`src/rtl/srf_pkg.sv`:
```
package srf_pkg;
    typedef enum logic [1:0] {
        WK_COMPUTE = 2'd0,
        WK_LOAD    = 2'd1,
        WK_RESTORE = 2'd2,
        WK_COPY    = 2'd3
    } wr_kind_e;
endpackage

```
`src/rtl/srf_entry.sv`:
```
module srf_entry #(
    parameter int W = 64
) (
    input  logic         clk,
    input  logic         rst_n,
    input  logic         we,
    input  logic [W-1:0] wdata,
    input  logic         whint,
    input  logic         inval,
    output logic [W-1:0] q_data,
    output logic         q_zero,
    output logic         q_hint
);
    logic [W-1:0] data_q;
    logic         zero_q;
    logic         hint_q;

    always_ff @(posedge clk or negedge rst_n) begin
        if (!rst_n) begin
            data_q <= '0;
            zero_q <= 1'b1;
            hint_q <= 1'b0;
        end else begin
            if (we) begin
                data_q <= wdata;
                zero_q <= (wdata == '0);
            end
            if (we)
                hint_q <= whint & ~inval;
            else if (inval)
                hint_q <= 1'b0;
        end
    end

    assign q_data = data_q;
    assign q_zero = zero_q;
    assign q_hint = hint_q;

    // the stored zero flag always agrees with the stored data
    assert_zero_tracks_R1: assert property (@(posedge clk) disable iff (!rst_n)
        zero_q == (data_q == '0));
endmodule

```
`src/rtl/srf_read_port.sv`:
```
module srf_read_port #(
    parameter int W  = 64,
    parameter int N  = 32,
    parameter int IW = 5
) (
    input  logic [IW-1:0] idx,
    input  logic [W-1:0]  ent_data [N],
    input  logic [N-1:0]  ent_zero,
    input  logic [N-1:0]  ent_hint,
    input  logic          byp_en,
    input  logic [IW-1:0] byp_idx,
    input  logic [W-1:0]  byp_data,
    input  logic          byp_hint,
    input  logic          inval,
    output logic [W-1:0]  data,
    output logic          zero,
    output logic          lsb,
    output logic          msb,
    output logic          hint
);
    always_comb begin
        if (byp_en && (byp_idx == idx)) begin
            data = byp_data;
            zero = (byp_data == '0);
            hint = byp_hint;
        end else begin
            data = ent_data[idx];
            zero = ent_zero[idx];
            hint = ent_hint[idx] & ~inval;
        end
    end

    assign lsb = data[0];
    assign msb = data[W-1];
endmodule

```
`src/rtl/shadow_regfile.sv`:
```
module shadow_regfile
    import srf_pkg::*;
#(
    parameter int DATA_W   = 64,
    parameter int NUM_REGS = 32,
    localparam int IDX_W   = $clog2(NUM_REGS)
) (
    input  logic              clk,
    input  logic              rst_n,
    input  logic              wr_en,
    input  logic [IDX_W-1:0]  wr_idx,
    input  logic [DATA_W-1:0] wr_data,
    input  logic [1:0]        wr_kind,
    input  logic [IDX_W-1:0]  wr_src_idx,
    input  logic              wr_hint_in,
    input  logic              inval_all,
    input  logic [IDX_W-1:0]  rd_a_idx,
    output logic [DATA_W-1:0] rd_a_data,
    output logic              rd_a_zero,
    output logic              rd_a_lsb,
    output logic              rd_a_msb,
    output logic              rd_a_hint,
    input  logic [IDX_W-1:0]  rd_b_idx,
    output logic [DATA_W-1:0] rd_b_data,
    output logic              rd_b_zero,
    output logic              rd_b_lsb,
    output logic              rd_b_msb,
    output logic              rd_b_hint
);
    logic [DATA_W-1:0]   ent_data [NUM_REGS];
    logic [NUM_REGS-1:0] ent_zero;
    logic [NUM_REGS-1:0] ent_hint;

    logic wr_live;
    logic wr_is_copy;
    logic hint_sel;
    logic hint_eff;

    assign wr_live    = wr_en && (wr_idx != '0);
    assign wr_is_copy = (wr_kind_e'(wr_kind) == WK_COPY);
    assign hint_sel   = wr_is_copy ? ent_hint[wr_src_idx] : wr_hint_in;
    assign hint_eff   = hint_sel & ~inval_all;

    for (genvar i = 0; i < NUM_REGS; i++) begin : g_ent
        if (i == 0) begin : g_zero
            assign ent_data[i] = '0;
            assign ent_zero[i] = 1'b1;
            assign ent_hint[i] = 1'b0;
        end else begin : g_reg
            srf_entry #(.W(DATA_W)) u_entry (
                .clk    (clk),
                .rst_n  (rst_n),
                .we     (wr_live && (wr_idx == IDX_W'(i))),
                .wdata  (wr_data),
                .whint  (hint_sel),
                .inval  (inval_all),
                .q_data (ent_data[i]),
                .q_zero (ent_zero[i]),
                .q_hint (ent_hint[i])
            );
        end
    end

    srf_read_port #(.W(DATA_W), .N(NUM_REGS), .IW(IDX_W)) u_port_a (
        .idx(rd_a_idx), .ent_data(ent_data), .ent_zero(ent_zero), .ent_hint(ent_hint),
        .byp_en(wr_live), .byp_idx(wr_idx), .byp_data(wr_data), .byp_hint(hint_eff),
        .inval(inval_all), .data(rd_a_data), .zero(rd_a_zero), .lsb(rd_a_lsb),
        .msb(rd_a_msb), .hint(rd_a_hint)
    );

    srf_read_port #(.W(DATA_W), .N(NUM_REGS), .IW(IDX_W)) u_port_b (
        .idx(rd_b_idx), .ent_data(ent_data), .ent_zero(ent_zero), .ent_hint(ent_hint),
        .byp_en(wr_live), .byp_idx(wr_idx), .byp_data(wr_data), .byp_hint(hint_eff),
        .inval(inval_all), .data(rd_b_data), .zero(rd_b_zero), .lsb(rd_b_lsb),
        .msb(rd_b_msb), .hint(rd_b_hint)
    );

    // a completed write is visible on port A in the following cycle
    assert_write_seen_R1: assert property (@(posedge clk) disable iff (!rst_n)
        wr_live |=> (rd_a_idx != $past(wr_idx)) || (wr_en && (wr_idx == rd_a_idx)) ||
                    ((rd_a_data == $past(wr_data)) && (rd_a_zero == ($past(wr_data) == '0))));

    // no hint is reported while invalidation is requested
    assert_inval_hint_R5: assert property (@(posedge clk) disable iff (!rst_n)
        inval_all |-> (!rd_a_hint && !rd_b_hint));

    // entry 0 is constant on port B
    assert_reg0_const_R6: assert property (@(posedge clk) disable iff (!rst_n)
        (rd_b_idx == '0) |-> ((rd_b_data == '0) && rd_b_zero && !rd_b_hint));

    // same-cycle read of the written entry returns the written data
    assert_bypass_R7: assert property (@(posedge clk) disable iff (!rst_n)
        (wr_live && (rd_b_idx == wr_idx)) |-> (rd_b_data == wr_data));
endmodule

```
`config.mk`:
```
export PLATFORM = sky130hd
export DESIGN_NAME = shadow_regfile
export DESIGN_NICKNAME = d
export VERILOG_FILES = /design/src/rtl/srf_pkg.sv /design/src/rtl/srf_entry.sv /design/src/rtl/srf_read_port.sv /design/src/rtl/shadow_regfile.sv
export SDC_FILE = /design/constraint.sdc
export NUM_CORES = 2
export LEC_CHECK = 0
export BUFFER_PORTS_ARGS = -buffer_cell sky130_fd_sc_hd__buf_2
export CORE_ASPECT_RATIO = 1.4
export CORE_MARGIN = 2
export CORE_UTILIZATION = 58
export CTS_CLUSTER_SIZE = 30
export DETAILED_ROUTE_END_ITERATION = 8
export PLACE_DENSITY = 0.78
export REMOVE_ABC_BUFFERS = 1
export SYNTH_ARGS = -nofsm -noshare
export SYNTH_HDL_FRONTEND = slang
export SYNTH_SLANG_ARGS = --single-unit
```
`constraint.sdc`:
```
create_clock -name clk -period 3.92 [get_ports clk]
set_input_delay 0.98 -clock clk [delete_from_list [all_inputs] [get_ports clk]]
set_output_delay 0.98 -clock clk [all_outputs]
set_load 0.02 [all_outputs]
```
[After elaboration in Yosys (flattened, before gate mapping)]
Cells that the tools add are included.
Word-level totals
  logic and storage cells: 260
  bits in latches: 0
  output and inout bits: 136
  memories kept: 0
  ROM bits: 0
  bits in registers: 2046
  input bits: 91
  memory bits (writable): 0
Cells by class
  shift-type cells: 0
  divide/modulo/power cells: 0
  mux-type cells: 55
  multipliers: 0
  equal/unequal tests: 34
  add/sub/neg operators: 0
  bitwise gates (word level): 6
  reduce and logical (&&, ||, !) cells: 67
  magnitude comparators: 5
Operators by type and width (number)
  $bmux W64 S5: 2
  $mux W64: 6
  $eq A5 B5 Y1 const B: 16
  $logic_not A64 Y1: 1
  $reduce_bool A2 Y1: 31
  $mux W1: 42
  $eq A5 B4 Y1 const B: 8
  $logic_and A1 B1 Y1: 34
  $bmux W1 S5: 5
  $eq A5 B3 Y1 const B: 4
  $lt A5 B6 Y1 const B: 3
  $ge A6 B6 Y1 const B: 2
  $not A5 Y6: 2
  $eq A5 B2 Y1 const B: 2
  $eq A5 B5 Y1: 2
  $eq A5 B1 Y1 const B: 1
  $reduce_bool A5 Y1: 1
  $and A1 B1 Y1: 3
  $eq A2 B2 Y1 const B: 1
  $not A1 Y1: 1

[Logic depth before layout (Yosys ltp)]
  depth after elaboration: 5
  mapped depth: 10
  gate-level depth less buffers: 5

[Modules after synthesis]
A second synthesis with hierarchy kept.
Second synthesis, totals
  cells, all modules: 8356
  area total of the unflattened synthesis: 116872.1 sq um
Modules (own cells, without submodules)
  srf_entry: seq. area each 1652.8 sq um, area each 2576.2 sq um, cells an instance 164, instances 31
  srf_read_port: seq. area each 0.0 sq um, area each 18201.2 sq um, cells an instance 1592, instances 2
  shadow_regfile: seq. area each 0.0 sq um, area each 606.8 sq um, cells an instance 88, instances 1

[Least setup slack after synthesis]
OpenSTA, ideal clock, no wires.
  path type: in2out
  start point: in rd_a_idx[2]
  end point: out rd_a_data[0]
  stages on the path: 8
  data required time: 2940 ps
  data arrival time: 3062 ps
  path buffers: 4
  path slack: -122 ps
  cells stage by stage: buf_2 clkbuf_1 buf_1 mux4_2 mux4_2 a21oi_1 o21ai_1 buf_4
On the way
  cells in the longest elaborated chain, start to end: 5
  elaborated cells between the ends (all ways): 7
  those cells by class: eq/ne: 1; mux: 4; bitwise: 1; reduce/logical: 1
Ends and longest elaborated chain
  from (decl): line shadow_regfile.sv:17  | input logic [IDX_W-1:0] rd_a_idx,
  $not A5 Y6 (not written as such): line srf_read_port.sv:27  | data = ent_data[idx];
  $bmux W64 S5: line srf_read_port.sv:27
  $mux W64 (not written as such) (2 in a row): line srf_read_port.sv:27
  $mux W64 *: line srf_read_port.sv:22  | if (byp_en && (byp_idx == idx)) begin
  to (decl): line shadow_regfile.sv:18  | output logic [DATA_W-1:0] rd_a_data,
Mark *: on every way between the ends. The rest lies on a longest branch, timed or not. The select of a mux whose other input is x is not followed.

[Final worst setup path]
  start point: in wr_data[54]
  end point: out rd_b_zero
On the way
  cells in the longest elaborated chain, start to end: 2
Ends and longest elaborated chain
  from (decl): line shadow_regfile.sv:12  | input logic [DATA_W-1:0] wr_data,
  $logic_not A64 Y1: line srf_read_port.sv:24  | zero = (byp_data == '0);
  $mux W1: line srf_read_port.sv:22
  to (decl): line shadow_regfile.sv:25  | output logic rd_b_zero,
Every way passes these cells.

==> key figures <==
Clock tree
  – Worst skew pair latency: 0.88 ns
  – CTS tree: built
  – Clock-pin slew on the worst setup and hold paths: 0.06 ns
  – # hold bufs at CTS: 0
  – TritonCTS Buffers: 203
  – H-tree levels: 4
  – CTS Buffer Depth: 4
  – Clock root buffer: clkbuf_16
  – Clock Sink Count: 2,046

STA
  – Setup-failing EPs final: 132
  – Unrepaired setup endpoints after global routing: true
  – Final period utilization: 110%
  – Final hold violations: 0
  – Hold Slack: 0.105 ns
  – Achievable frequency: 233 MHz
  – Slew @ Worst Pin: 1.34 ns
  – Worst Clk Skew: 0.00655 ns
  – Setup ws final: -0.373 ns
  – Max Slew Vio Count: 0
  – Relative slew slack: 11.0%
  – Post-layout min period: 4.29 ns

Setup path
  – Worst EP arrival: 3.31 ns
  – Cell mode on critical path: buf_4
  – Kind of critical path: input pin to primary output
  – Startpoint types: input pin
  – Worst path max stage delay: 0.62 ns
  – Slowest CP cell: nor4_4
  – Cell breakdown of the critical path: clkbuf_4 -> nor4_4 -> buf_4 -> nand4_1 -> buf_6 -> nor4_4 -> buf_4 -> nand2_1 -> o21ai_1 -> buf_4 -> buf_6
  – Cell family with most CP delay: buffers and inverters
  – Worst Path Buf+Inv: 6
  – CP Data Required Time: 2.94 ns
  – CP endpoint kind: primary output
  – Worst-path fanout max: 4

Floorplan
  – Initial Util: 58.5%
  – Die Width: 374 µm
  – Rows: 189
  – Overall die area: 195,000 µm²
  – Die Y: 521 µm
  – I/O pin total: 227
  – Core Area: 190,000 µm²

Placement
  – Port bufs: 226
  – Dpl hpwl: 230,000 µm
  – Pre-CTS WS: -0.493 ns
  – Placer Congestion: 0.914

Finish
  – Post-layout util: 72.5%
  – Layout cell share with drive strength beyond 1: 63.7%
  – Filler cells: 10,600
  – Register area: 51,200 µm²
  – Area of the multi-input gates: 59,600 µm²
  – Nets@finish: 8,403
  – Syn-to-layout area delta: 24.0%

Synthesis
  – Synth Area in Adders: 0%
  – Synth Flop Type: dfrtp_1
  – Post-synth EDFFs: 0
  – Sequential fraction of the synthesis area: 46.2%
  – Mean Syn Cell Area: 14.7 µm²
  – Synth Cell Area: 111,000 µm²
  – Compound-Gate Fraction of Synth Area: 4.10%
  – Synth Area in XOR/XNOR: 0.0789%
  – Synth Area in Simple Gates: 2.74%
  – Synth warn: 0
  – Async set-reset flop share out of synthesis: 100%
  – Netlist cell types: 60
  – Mux share of post-synthesis cell area: 43.2%
  – Yosys reg bits: 2,046
  – Post-synthesis cell count: 7,559
  – Combinational family with the most area after synthesis: multiplexers

Outcome
  – Status: complete, but fails checks
  – Failing checks: negative setup slack

Global routing
  – Number of global-route vias before repair: 83,800
  – Initial antenna violation count: 25
  – GR Overflow Total: 0
  – Total track usage: 39.0%
  – First-pass GRT wire length: 559,000 µm
  – Largest net degree at the start of global routing: 120

Route
  – Drt first pass iters: 8
  – Wire length per cell: 38.3 µm
  – Vias: 83,100
  – Drt drc: 0
  – Starting DRT DRC Count: 10,900
  – Routed Antenna Nets: 0
  – Vias per inst: 7.58
  – Total wire length: 419,000 µm

Power
  – Clock power share: 30.8%
  – Sw frac: 29.7%
  – Psw: 19.5 mW
  – Pwr Total: 65.6 mW
  – Comb pwr share: 25.6%
  – PD cells: 477 nW/µm²
  – Max IR drop VDD: 0.000365 V
  – Sequential share of power: 43.6%
  – Leak: 59.5 nW
  – Cell-internal power: 46.2 mW

Run
  – MaxCap Viol Count: 0

Min path
  – Hold Crit Class: input pin to async pin
layout make-up:
class / count / share of cell area (%)
Clock buffer: 302 / 4.38
Antenna cell: 16 / 0.0291
Timing Repair Buffer: 1398 / 12.3
Clock inverter: 54 / 0.457
Multi-Input combinational cell: 4656 / 43.3
Sequential cell: 2046 / 37.2
Tap cell: 2483 / 2.26
Inverter: 7 / 0.0282
cell families (layout without fill, tap and decap cells):
family | after synthesis | in the layout
other | 0 | 16
flip-flops | 2046 | 2046
AO/OA/AOI/OAI | 609 | 609
multiplexers | 3277 | 3277
XOR/XNOR | 10 | 10
AND/OR/NAND/NOR | 760 | 760
buffers and inverters | 857 | 1761
Yosys cell counts, types with 6 or more instances:
| library cell | count | area share (%) |
|---|---|---|
| a221oi_1 | 253 | 2.0 |
| mux4_2 | 999 | 20 |
| a22oi_1 | 11 | 0.074 |
| nand3_1 | 6 | 0.027 |
| nor3_1 | 7 | 0.032 |
| dfstp_2 | 31 | 0.73 |
| a21oi_1 | 92 | 0.42 |
| o21ai_0 | 15 | 0.068 |
| xnor2_1 | 6 | 0.047 |
| dfrtp_1 | 2015 | 45 |
| nor2b_1 | 15 | 0.085 |
| buf_1 | 45 | 0.15 |
| nand4_1 | 7 | 0.039 |
| mux2i_1 | 147 | 1.3 |
| a31oi_4 | 10 | 0.19 |
| nor4_1 | 18 | 0.10 |
| nor2_1 | 81 | 0.27 |
| buf_6 | 31 | 0.31 |
| mux2_2 | 2124 | 22 |
| a31oi_1 | 10 | 0.056 |
| clkbuf_1 | 431 | 1.5 |
| nand2_1 | 603 | 2.0 |
| o21ai_1 | 127 | 0.57 |
| o32ai_1 | 63 | 0.50 |
| a41oi_1 | 9 | 0.071 |
| buf_4 | 71 | 0.48 |
| buf_2 | 271 | 1.2 |
| mux2_1 | 7 | 0.071 |
metal layers:
layer | part of all wire, % | track usage, % | vias to the layer above
met5 | 0.046 | 0 | -
met4 | 11 | 28.2 | 24
met3 | 13 | 10.9 | 2650
met2 | 44 | 59.5 | 7025
met1 | 32 | 48.0 | 42700
li1 | - | - | 30700
power groups by stage:
| stage | combinational (mW) | sequential (mW) | clock (mW) |
|---|---|---|---|
| after detailed placement | 14.0 | 28.5 | 0 |
| after global placement | 13.5 | 28.1 | 0 |
| after global routing | 17.5 | 29.0 | 21.0 |
| after floorplan | 9.46 | 27.3 | 0 |
| after CTS | 14.7 | 28.2 | 20.0 |
| final | 16.8 | 28.6 | 20.2 |
cell usage in the layout (no fill, tap or decap), types with 12 or more instances in the layout:
master / instances
mux2_2: 2095
clkbuf_1: 46
nand2_4: 14
o32ai_1: 17
a21oi_4: 13
o21ai_1: 68
a21oi_1: 32
clkbuf_16: 260
nor2_2: 16
nor2_4: 16
o32ai_4: 14
buf_6: 160
a221oi_4: 45
buf_8: 36
buf_16: 66
nand2_1: 572
nand2_2: 18
mux2i_1: 92
a221oi_2: 143
buf_4: 700
o21ai_0: 13
a21oi_2: 47
o21ai_4: 16
clkbuf_8: 50
o32ai_2: 33
diode_2: 16
clkinv_2: 26
dfstp_2: 31
mux2i_4: 18
dfrtp_1: 2015
mux2i_2: 37
mux4_2: 999
o21ai_2: 46
buf_12: 276
a221oi_1: 65
bufinv_16: 12
buf_2: 100
mux2_4: 29
nor2_1: 51
registers in the layout, indices dropped and copies added (netlist names):
| signal | count |
|---|---|
| g_ent.g_reg.u_entry.q_zero | 31 |
| g_ent.g_reg.u_entry.q_data | 1984 |
| g_ent.g_reg.u_entry.q_hint | 31 |
metrics by stage:
step	TNS [ns]	instances	instance area (µm²)
floorplan	-2141.57	6709	107000
global placement	-36.22	10300	121000
detailed placement	-37.76	10300	121000
CTS	-16.29	10700	131000
global route	-21.81	11000	138000
finish	-20.35	11000	138000
final timing paths:
path / start / endpoint / slack, ns / depth (start not counted)
max: wr_data[54] / rd_b_zero / -0.37 / 11
min: rst_n / g_ent[31].g_reg.u_entry.q_data[19] / 0.11 / 1
max reg2reg: g_ent[3].g_reg.u_entry.q_hint / g_ent[9].g_reg.u_entry.q_hint / 1.48 / 7
min reg2reg: g_ent[24].g_reg.u_entry.q_data[45] / g_ent[24].g_reg.u_entry.q_data[45] / 0.51 / 2
max in group asynchronous: rst_n / g_ent[18].g_reg.u_entry.q_data[20] / 2.48 / 2
min in group clk: wr_data[18] / g_ent[13].g_reg.u_entry.q_data[18] / 0.43 / 2
timing repair:
item / CTS / global route
gates resized for setup: 361 / 784
setup endpoints to repair: 136 / 136
setup buffers: 77 / 212
pin swaps: 40 / 236
cloned: 33 / 55
hold endpoints to repair: 0 / 0
Note: power is estimated with default switching activity, not from simulation.
